--- src/rtl/vlc_pkg.sv ---
package vlc_pkg;

    typedef logic [3:0] code_t;

    function automatic logic is_reserved(code_t c);
        return (c == 4'b0011) || (c == 4'b0101) || (c == 4'b0111) ||
               (c == 4'b1011) || (c == 4'b1101);
    endfunction

    function automatic int max2(int a, int b);
        return (a > b) ? a : b;
    endfunction

endpackage

--- src/rtl/vlc_trs_detect.sv ---
module vlc_trs_detect #(
    parameter int DATA_W = 10
) (
    input  logic              clk,
    input  logic              rst,
    input  logic [DATA_W-1:0] vid_i,
    output logic              eav_o,
    output logic              fs_o
);
    localparam int F_BIT = DATA_W - 2;
    localparam int H_BIT = DATA_W - 4;

    typedef struct packed {
        logic [DATA_W-1:0] w1;
        logic [DATA_W-1:0] w2;
        logic [DATA_W-1:0] w3;
        logic              fld;
        logic              eav;
        logic              fs;
    } trs_st_t;

    trs_st_t st_d, st_q;
    logic    hdr_hit;

    always_comb begin
        st_d    = st_q;
        hdr_hit = (st_q.w3 == {DATA_W{1'b1}}) && (st_q.w2 == '0) &&
                  (st_q.w1 == '0) && vid_i[DATA_W-1];
        st_d.w3  = st_q.w2;
        st_d.w2  = st_q.w1;
        st_d.w1  = vid_i;
        st_d.eav = hdr_hit && vid_i[H_BIT];
        st_d.fs  = hdr_hit && vid_i[H_BIT] && st_q.fld && !vid_i[F_BIT];
        if (hdr_hit && vid_i[H_BIT]) begin
            st_d.fld = vid_i[F_BIT];
        end
    end

    always_ff @(posedge clk) begin
        if (rst) st_q <= '0;
        else     st_q <= st_d;
    end

    assign eav_o = st_q.eav;
    assign fs_o  = st_q.fs;

    AST_EAV_SPACED: assert property (@(posedge clk) disable iff (rst)
        st_q.eav |=> !st_q.eav);

endmodule

--- src/rtl/vlc_line_check.sv ---
module vlc_line_check
    import vlc_pkg::*;
#(
    parameter int LEN_525_CP = 910,
    parameter int LEN_625_CP = 1135,
    parameter int LEN_525_SD = 1716,
    parameter int LEN_625_SD = 1728,
    parameter int LEN_525_WS = 2288,
    parameter int LEN_625_WS = 2304,
    parameter int LEN_525_HR = 3432,
    parameter int LEN_625_HR = 3456,
    parameter int REQ_LINES  = 4
) (
    input  logic  clk,
    input  logic  rst,
    input  code_t code_i,
    input  logic  eav_i,
    input  logic  any_en_i,
    output logic  verified_o
);
    localparam int LEN_MAX = max2(max2(max2(LEN_525_CP, LEN_625_CP), max2(LEN_525_SD, LEN_625_SD)),
                                  max2(max2(LEN_525_WS, LEN_625_WS), max2(LEN_525_HR, LEN_625_HR)));
    localparam int CNT_W = $clog2(2 * LEN_MAX + 2);
    localparam int RUN_W = $clog2(REQ_LINES + 1);

    typedef logic [CNT_W-1:0] cnt_t;

    typedef struct packed {
        cnt_t             cnt;
        logic [RUN_W-1:0] run;
        logic             have_ref;
        logic             verified;
        code_t            code;
    } chk_st_t;

    function automatic cnt_t len_for(code_t c);
        case (c)
            4'b0000, 4'b0001: return cnt_t'(LEN_525_CP);
            4'b1000:          return cnt_t'(LEN_625_CP);
            4'b0010:          return cnt_t'(LEN_525_SD);
            4'b1010:          return cnt_t'(LEN_625_SD);
            4'b0100:          return cnt_t'(LEN_525_WS);
            4'b1100:          return cnt_t'(LEN_625_WS);
            4'b0110:          return cnt_t'(LEN_525_HR);
            4'b1110, 4'b1111: return cnt_t'(LEN_625_HR);
            default:          return '0;
        endcase
    endfunction

    chk_st_t st_d, st_q;
    cnt_t    exp_len;
    logic    timeout;
    logic    len_ok;

    always_comb begin
        st_d    = st_q;
        exp_len = len_for(code_i);
        timeout = st_q.have_ref && ({1'b0, st_q.cnt} > {exp_len, 1'b0});
        len_ok  = (exp_len != '0) && (st_q.cnt == exp_len);
        st_d.code = code_i;
        if (eav_i)                     st_d.cnt = cnt_t'(1);
        else if (st_q.cnt != '1)       st_d.cnt = st_q.cnt + cnt_t'(1);

        if ((code_i != st_q.code) || !any_en_i) begin
            st_d.cnt      = '0;
            st_d.run      = '0;
            st_d.have_ref = 1'b0;
            st_d.verified = 1'b0;
        end else if (timeout) begin
            st_d.run      = '0;
            st_d.have_ref = 1'b0;
            st_d.verified = 1'b0;
        end else if (eav_i) begin
            st_d.have_ref = 1'b1;
            if (st_q.have_ref) begin
                if (len_ok) begin
                    if (st_q.run != RUN_W'(REQ_LINES)) st_d.run = st_q.run + 1'b1;
                    if (st_q.run >= RUN_W'(REQ_LINES - 1)) st_d.verified = 1'b1;
                end else begin
                    st_d.run      = '0;
                    st_d.verified = 1'b0;
                end
            end
        end
    end

    always_ff @(posedge clk) begin
        if (rst) st_q <= '0;
        else     st_q <= st_d;
    end

    assign verified_o = st_q.verified;

    AST_RESERVED_NEVER: assert property (@(posedge clk) disable iff (rst)
        is_reserved(code_i) |=> !st_q.verified);
    AST_VERIFY_ON_EAV: assert property (@(posedge clk) disable iff (rst)
        $rose(st_q.verified) |-> $past(eav_i));
    AST_CODE_CHANGE: assert property (@(posedge clk) disable iff (rst)
        (code_i != $past(code_i)) |=> !st_q.verified);
    AST_MISMATCH_CLR: assert property (@(posedge clk) disable iff (rst)
        (eav_i && st_q.have_ref && (st_q.cnt != exp_len)) |=> !st_q.verified);

endmodule

--- src/rtl/vid_lock_ctrl.sv ---
module vid_lock_ctrl
    import vlc_pkg::*;
#(
    parameter int DATA_W     = 10,
    parameter int CHAN_N     = 4,
    parameter int REQ_LINES  = 4,
    parameter int LEN_525_CP = 910,
    parameter int LEN_625_CP = 1135,
    parameter int LEN_525_SD = 1716,
    parameter int LEN_625_SD = 1728,
    parameter int LEN_525_WS = 2288,
    parameter int LEN_625_WS = 2304,
    parameter int LEN_525_HR = 3432,
    parameter int LEN_625_HR = 3456
) (
    input  logic              clk,
    input  logic              rst,
    input  logic [DATA_W-1:0] vid_i,
    input  logic              reg_sel_i,
    input  logic [2:0]        pin_mode_i,
    input  logic              pin_trs_i,
    input  logic [2:0]        reg_mode_i,
    input  logic              reg_trs_i,
    input  logic [CHAN_N-1:0] chan_en_i,
    output logic [3:0]        std_code_o,
    output logic              std_verified_o,
    output logic              lock_o
);
    typedef struct packed {
        logic lock;
    } top_st_t;

    code_t   code_sel;
    logic    eav, fs, verified, any_en;
    top_st_t st_d, st_q;

    assign code_sel = reg_sel_i ? {reg_mode_i, reg_trs_i} : {pin_mode_i, pin_trs_i};
    assign any_en   = |chan_en_i;

    vlc_trs_detect #(.DATA_W(DATA_W)) u_trs (
        .clk   (clk),
        .rst   (rst),
        .vid_i (vid_i),
        .eav_o (eav),
        .fs_o  (fs)
    );

    vlc_line_check #(
        .LEN_525_CP (LEN_525_CP), .LEN_625_CP (LEN_625_CP),
        .LEN_525_SD (LEN_525_SD), .LEN_625_SD (LEN_625_SD),
        .LEN_525_WS (LEN_525_WS), .LEN_625_WS (LEN_625_WS),
        .LEN_525_HR (LEN_525_HR), .LEN_625_HR (LEN_625_HR),
        .REQ_LINES  (REQ_LINES)
    ) u_chk (
        .clk        (clk),
        .rst        (rst),
        .code_i     (code_sel),
        .eav_i      (eav),
        .any_en_i   (any_en),
        .verified_o (verified)
    );

    always_comb begin
        st_d      = st_q;
        st_d.lock = verified && any_en && (st_q.lock || fs);
    end

    always_ff @(posedge clk) begin
        if (rst) st_q <= '0;
        else     st_q <= st_d;
    end

    assign std_code_o     = code_sel;
    assign std_verified_o = verified;
    assign lock_o         = st_q.lock;

    AST_LOCK_SOURCES: assert property (@(posedge clk) disable iff (rst)
        $rose(st_q.lock) |-> $past(fs && verified && any_en));
    AST_LOCK_NEEDS_VER: assert property (@(posedge clk) disable iff (rst)
        !verified |=> !st_q.lock);
    AST_CHAN_OFF_CLR: assert property (@(posedge clk) disable iff (rst)
        !any_en |=> (!st_q.lock && !verified));

endmodule

--- config.mk ---
export PLATFORM = sky130hd
export DESIGN_NAME = vid_lock_ctrl
export DESIGN_NICKNAME = d
export VERILOG_FILES = /design/src/rtl/vlc_pkg.sv /design/src/rtl/vlc_trs_detect.sv /design/src/rtl/vlc_line_check.sv /design/src/rtl/vid_lock_ctrl.sv
export SDC_FILE = /design/constraint.sdc
export NUM_CORES = 1
export LEC_CHECK = 0
export ABC_AREA = 1
export BUFFER_PORTS_ARGS = -buffer_cell sky130_fd_sc_hd__buf_2
export CORE_MARGIN = 1.5
export CORE_UTILIZATION = 35
export DETAILED_ROUTE_END_ITERATION = 6
export PLACE_DENSITY = 0.52
export SLEW_MARGIN = 20
export SYNTH_ARGS = -nofsm -noshare
export SYNTH_HDL_FRONTEND = slang
export SYNTH_HIERARCHICAL = 1
export SYNTH_SLANG_ARGS = --single-unit
--- constraint.sdc ---
create_clock -name clk -period 2.4 [get_ports clk]
set_clock_uncertainty 0.15 [all_clocks]
set_input_delay 0.24 -clock clk [delete_from_list [all_inputs] [get_ports clk]]
set_output_delay 0.24 -clock clk [all_outputs]
set_load 0.05 [all_outputs]
# ---- Word level (Yosys, flattened, before mapping)
# Memories as Yosys holds them, arrays and structs flattened.
# Cells that the tools add are included.
dict set report totals {
  elab_cells 56
  out_inout_bits 6
  ff_bits 56
  memories 1
  romBits 192
  in_bits 25
}
# name words width rd rd_clocked_by_memory_dff wr line
set mem_list {}
lappend mem_list {{(name not given)} 16 12 1 0 0 vlc_line_check.sv:37} ;# case (c)
dict set report classes {
  eq_ne 7
  muxes 7
  n_reduce_logical 24
  order_cmp 2
  add_sub_neg 2
}
# op count
set ops {}
lappend ops {{$logic_not A10 Y1} 2}
lappend ops {{$gt A13 B14 Y1} 1}
lappend ops {{$add A13 B1 Y13 const B} 1}
lappend ops {{$eq A13 B13 Y1} 1}
lappend ops {{$ne A13 B13 Y1 const B} 1}
lappend ops {{$reduce_bool A13 Y1} 1}
lappend ops {{$eq A10 B10 Y1 const B} 1}
lappend ops {{$logic_and A1 B1 Y1} 10}
lappend ops {{$mux W3} 2}
lappend ops {{$reduce_and A3 Y1} 2}
lappend ops {{$reduce_or A3 Y1} 2}
lappend ops {{$mux W1} 4}
lappend ops {{$mux W4} 1}
lappend ops {{$ne A2 B2 Y1 const B} 2}
lappend ops {{$ne A4 B4 Y1} 1}
lappend ops {{$reduce_or A4 Y1} 1}
lappend ops {{$add A3 B1 Y3 const B} 1}
lappend ops {{$ge A3 B2 Y1 const B} 1}
lappend ops {{$ne A3 B3 Y1 const B} 1}
lappend ops {{$logic_not A1 Y1} 2}
lappend ops {{$logic_or A1 B1 Y1} 2}
lappend ops {{$reduce_bool A2 Y1} 1}
lappend ops {{$reduce_or A2 Y1} 1}

# ---- Longest topological paths before layout
dict set report logic_depth {
  ltp_word 7
  depth_mapped 18
  mapped_depth_nobuf 17
}

# ---- Hierarchy
# Netlist, hierarchy kept.
# mod seq_area_each_um2 area_per_inst_um2 cells_each instances
set by_module_without_submodules {}
lappend by_module_without_submodules {vlc_line_check 440.4 1790.5 271 1}
lappend by_module_without_submodules {vlc_trs_detect 660.6 1111.1 145 1}
lappend by_module_without_submodules {vid_lock_ctrl 20.0 126.4 28 1}

# ---- Least setup slack after synthesis
# No wires, ideal clock.
dict set report synth_timing {
  kind {input-to-reg}
  startpoint {input pin_trs_i}
  endpoint {register u_chk/st_q[8] in the netlist's numbering}
  setup_ns 0.056
  path_buffers 0
  slack_ns -1.164
  required_ns 2.194
  arrival_time_ns 3.358
  cell_stages 16
  path_cell_list {inv_1 > o21ai_0 > nand2_1 > nand3_2 > nand2_1 > inv_1 > ha_1 > a21oi_1 > o21ai_0 > o21ai_0 > o211ai_1 > nand2_1 > nand2_1 > a21oi_1 > nand2_1 > inv_1}
}
dict set report synth_between {
  elab_chain_cells 6
  word_cells_on_any_way 13
  classes_between {1 x order compare; 3 x eq/ne; 2 x mux; 6 x reduce/logical; 1 x memory}
}
# element line
set synth_rtl {}
lappend synth_rtl {{start: declaration} vid_lock_ctrl.sv:21} ;# input logic pin_trs_i,
lappend synth_rtl {{$mux W4 *} vid_lock_ctrl.sv:37} ;# assign code_sel = reg_sel_i ? {reg_mode_i, reg_trs_i} : {pin_mode_i, pin_trs_i};
lappend synth_rtl {{via std_code_o[0]} vid_lock_ctrl.sv:25} ;# output logic [3:0] std_code_o,
lappend synth_rtl {{parallel branches: the longest is 5 deep, another holds $gt A13 B14 Y1} -}
lappend synth_rtl {{end signal: assignment} vlc_line_check.sv:89} ;# else st_q <= st_d;
lappend synth_rtl {{end: declaration} vlc_line_check.sv:50} ;# chk_st_t st_d, st_q;
# Mark *: on every way through the listed nets, which the timed path passes.
# A chain may end at the register's enable or synchronous reset.

# ---- Worst setup path in the final report
dict set report layout_timing {
  startpoint {input reg_sel_i}
  endpoint {register u_chk/st_q[7] in the netlist's numbering}
}
dict set report layout_between {
  elab_chain_cells 6
  word_cells_on_any_way 13
  classes_between {1 x order compare; 3 x eq/ne; 2 x mux; 6 x reduce/logical; 1 x memory}
}
# element line
set layout_rtl {}
lappend layout_rtl {{start: declaration} vid_lock_ctrl.sv:19} ;# input logic reg_sel_i,
lappend layout_rtl {{$mux W4 *} vid_lock_ctrl.sv:37}
lappend layout_rtl {{parallel branches: the longest is 5 deep, another holds $gt A13 B14 Y1} -}
# Every way passes the cells marked *.

==> results_dict.tcl <==
set metrics [dict create \
    antenna_found_initial 0 \
    dpl_cell_area_um2 3600 \
    clkLatencyLatePin_ps 320 \
    vias 2784 \
    mostFrequentLayoutCells "98 x nand2_1, 74 x inv_1, 66 x nor2_1" \
    drive_gt1_share_pct 22.0 \
    drtAntennaViolNets 0 \
    status "completed" \
    finalCriticalPeriod_ps 2190 \
    clk_path_buf_depth 2 \
    h-tree-depth 2 \
    grt_first_pass_wirelength_um 12000 \
    synth_warnings 6 \
    setup_viol 0 \
    power_switching_mw 0.581 \
    placedCellCount 606 \
    syn_nets 485 \
    power.share.switching_pct 30.2 \
    firstDrtPassIters 4 \
    cp_data_arrival_time_ps 2260 \
    power_density_nw_per_um2 507 \
    worstPathMaxFanout 8 \
    clkTransAtPathRegs_ps 110 \
    final_common_cell "nand2_1" \
    drt-initial-drc-count 88 \
    p_seq_share_pct 50.0 \
    drt-vias-per-instance 4.46 \
    grt_use_total_pct 16.9 \
    avgSynthCellArea_um2 6.82 \
    clock.fmax_mhz 457 \
    holdCritPathClass "in2reg" \
    final_area_um2 3800 \
    synth_area_um2 3030 \
    finalCritPeriodShare_pct 91.2 \
    gp_congestion 0.879 \
    grt_setup_unrepaired "false" \
    worst-setup-path-type "in2reg" \
    worst_slew_pin_slew_ps 446 \
    nets 559 \
    synth_seq_cells 56 \
    required_ps 2470 \
    whs_ps 104 \
    combPwrFrac_pct 20.6 \
    maxCapViolations 0 \
    ir_worst_vdd_v 0.000236 \
    pre_cts_ws_ps -148 \
    grt_pass1_vias 2667 \
    netlist_instances 444 \
    wl_um 6920 \
    wire_per_inst_um 11.1 \
    layout_setup_ws_ps 212 \
    finalNonFillerCells 624 \
    grt-ovfl-total 0 \
    crit_path_end_kind "flop" \
    diodes 0 \
    route.detailed.drc 0 \
    port_buffers 30 \
    synth-seq-area-share_pct 37.0 \
    coreArea_um2 8300 \
    num_rows 33 \
    cts.sinks 56 \
    finalHoldViolations 0 \
    synthDistinctLibCells 32 \
    dieWidth_um 96.0 \
    grt_max_degree 38 \
    slew_viol_final 0 \
    setup_tns_ps 0 \
    p_int_mw 1.35 \
    pwr-share-clk_pct 29.4 \
    leakage_nw 1.81 \
    fill_cells 838 \
    cp-start-kind "primary input" \
    root_buffer "clkbuf_8" \
    numCtsBuffers 5 \
    cts_setup_buffers 0 \
    area_growth_syn_to_layout_pct 25.5 \
    ios 31 \
    cts_tree "built" \
    dieHeight_um 96.0 \
    dp_hpwl_um 5500 \
    dieArea_um2 9220 \
    initial_core_util_pct 36.5 \
    relSlewSlack_pct 70.1 \
]
## power by group through the flow
| stage | Combinational, mW | Clock [mW] | Sequential [mW] |
|---|---|---|---|
| CTS | 0.398 | 0.598 | 0.964 |
| floorplan | 0.247 | 0 | 0.983 |
| finish | 0.397 | 0.566 | 0.964 |
| global route | 0.448 | 0.637 | 0.967 |
| detailed placement | 0.384 | 0 | 0.985 |
| global placement | 0.384 | 0 | 0.985 |
## cell usage after synthesis, drive strengths merged
cell type  number  area share (%)
a21o            1            0.25
a21oi          20             3.3
a31oi           1            0.21
a41oi           1            0.29
buf             6             1.5
clkinv          1            0.17
dfxtp          56              37
ha             16             6.6
inv            81              10
nand2         108              14
nand3          34             6.7
nand3b          1            0.25
nand4           5             1.0
nor2           78              11
nor3            8             1.7
nor4            1            0.21
o211ai          2            0.50
o21a            1            0.25
o21ai          16             2.6
xnor2           2            0.58
xor2            5             1.4
## metal layers
metal	global-route usage (%)	vias to the layer above	share of wire, %
li1	-	1522	-
met3	3.08	4	4.6
met1	23.0	1199	50
met5	0	-	0
met4	4.04	0	0.66
met2	27.4	59	45
## state kept, by name, summed over array words and instances (netlist names)
register,count
lock_o,1
u_trs/st_d,20
u_trs/eav_o,1
u_trs/st_q,11
u_chk/verified_o,1
u_chk/st_q,21
u_trs/fs_o,1
## critical path, cell delays in order
cell,delay (ps)
clkbuf_4,170
nand2_1,110
o21ai_4,100
buf_12,140
nor2_2,150
nand2_1,140
nand2_2,110
inv_1,50
ha_1,260
nand2_1,50
nor3_2,180
o21ai_1,90
o211ai_1,100
nand2_1,100
nand2_2,120
inv_2,50
nand2_1,60
nor2_1,40
## final timing paths
kind                  start        endpoint  slack (ps)  cells after the start
max               reg_sel_i   u_chk/st_q[7]         210                     18
min            chan_en_i[3]          lock_o         100                      5
max reg2reg  u_chk/st_q[13]  u_chk/st_q[18]         440                     11
min reg2reg  u_trs/st_d[13]   u_trs/st_d[3]         280                      2
## cell type report
class	count	area (um2)	area share (%)
clock inverters	3	28.8	0.758
repair buffers	73	513	13.5
multi-input cells	300	1620	42.6
well taps	105	131	3.46
inverters	82	319	8.40
clock buffers	5	68.8	1.81
flip-flops and latches	56	1120	29.5
## repair_timing
action / CTS / global route
gates resized for setup: 0 / 2
endpoints found under the setup margin: 0 / 3
endpoints found under the hold margin: 10 / 0
hold buffers: 10 / 0
## metrics by stage
stage | util [%] | power (mW)
floorplan | - | 1.23
global placement | 43.3 | 1.37
detailed placement | 43.3 | 1.37
CTS | 45.7 | 1.96
global route | 45.8 | 2.05
finish | 45.8 | 1.93
## cell families (layout without fill, tap and decap cells)
kind of cell               after synthesis  count (layout)  share of synthesized area [%]
buffers and inverters                   88             163                           11.7
xor gates and xnor gates                 7               7                           2.02
and+or+nand+nor                        235             235                           35.2
AOI/OAI and AO/OA                       42              42                           7.44
adders and majority gates               16              16                           6.61
DFF                                     56              56                           37.0
(Power assumes the default switching activity.)
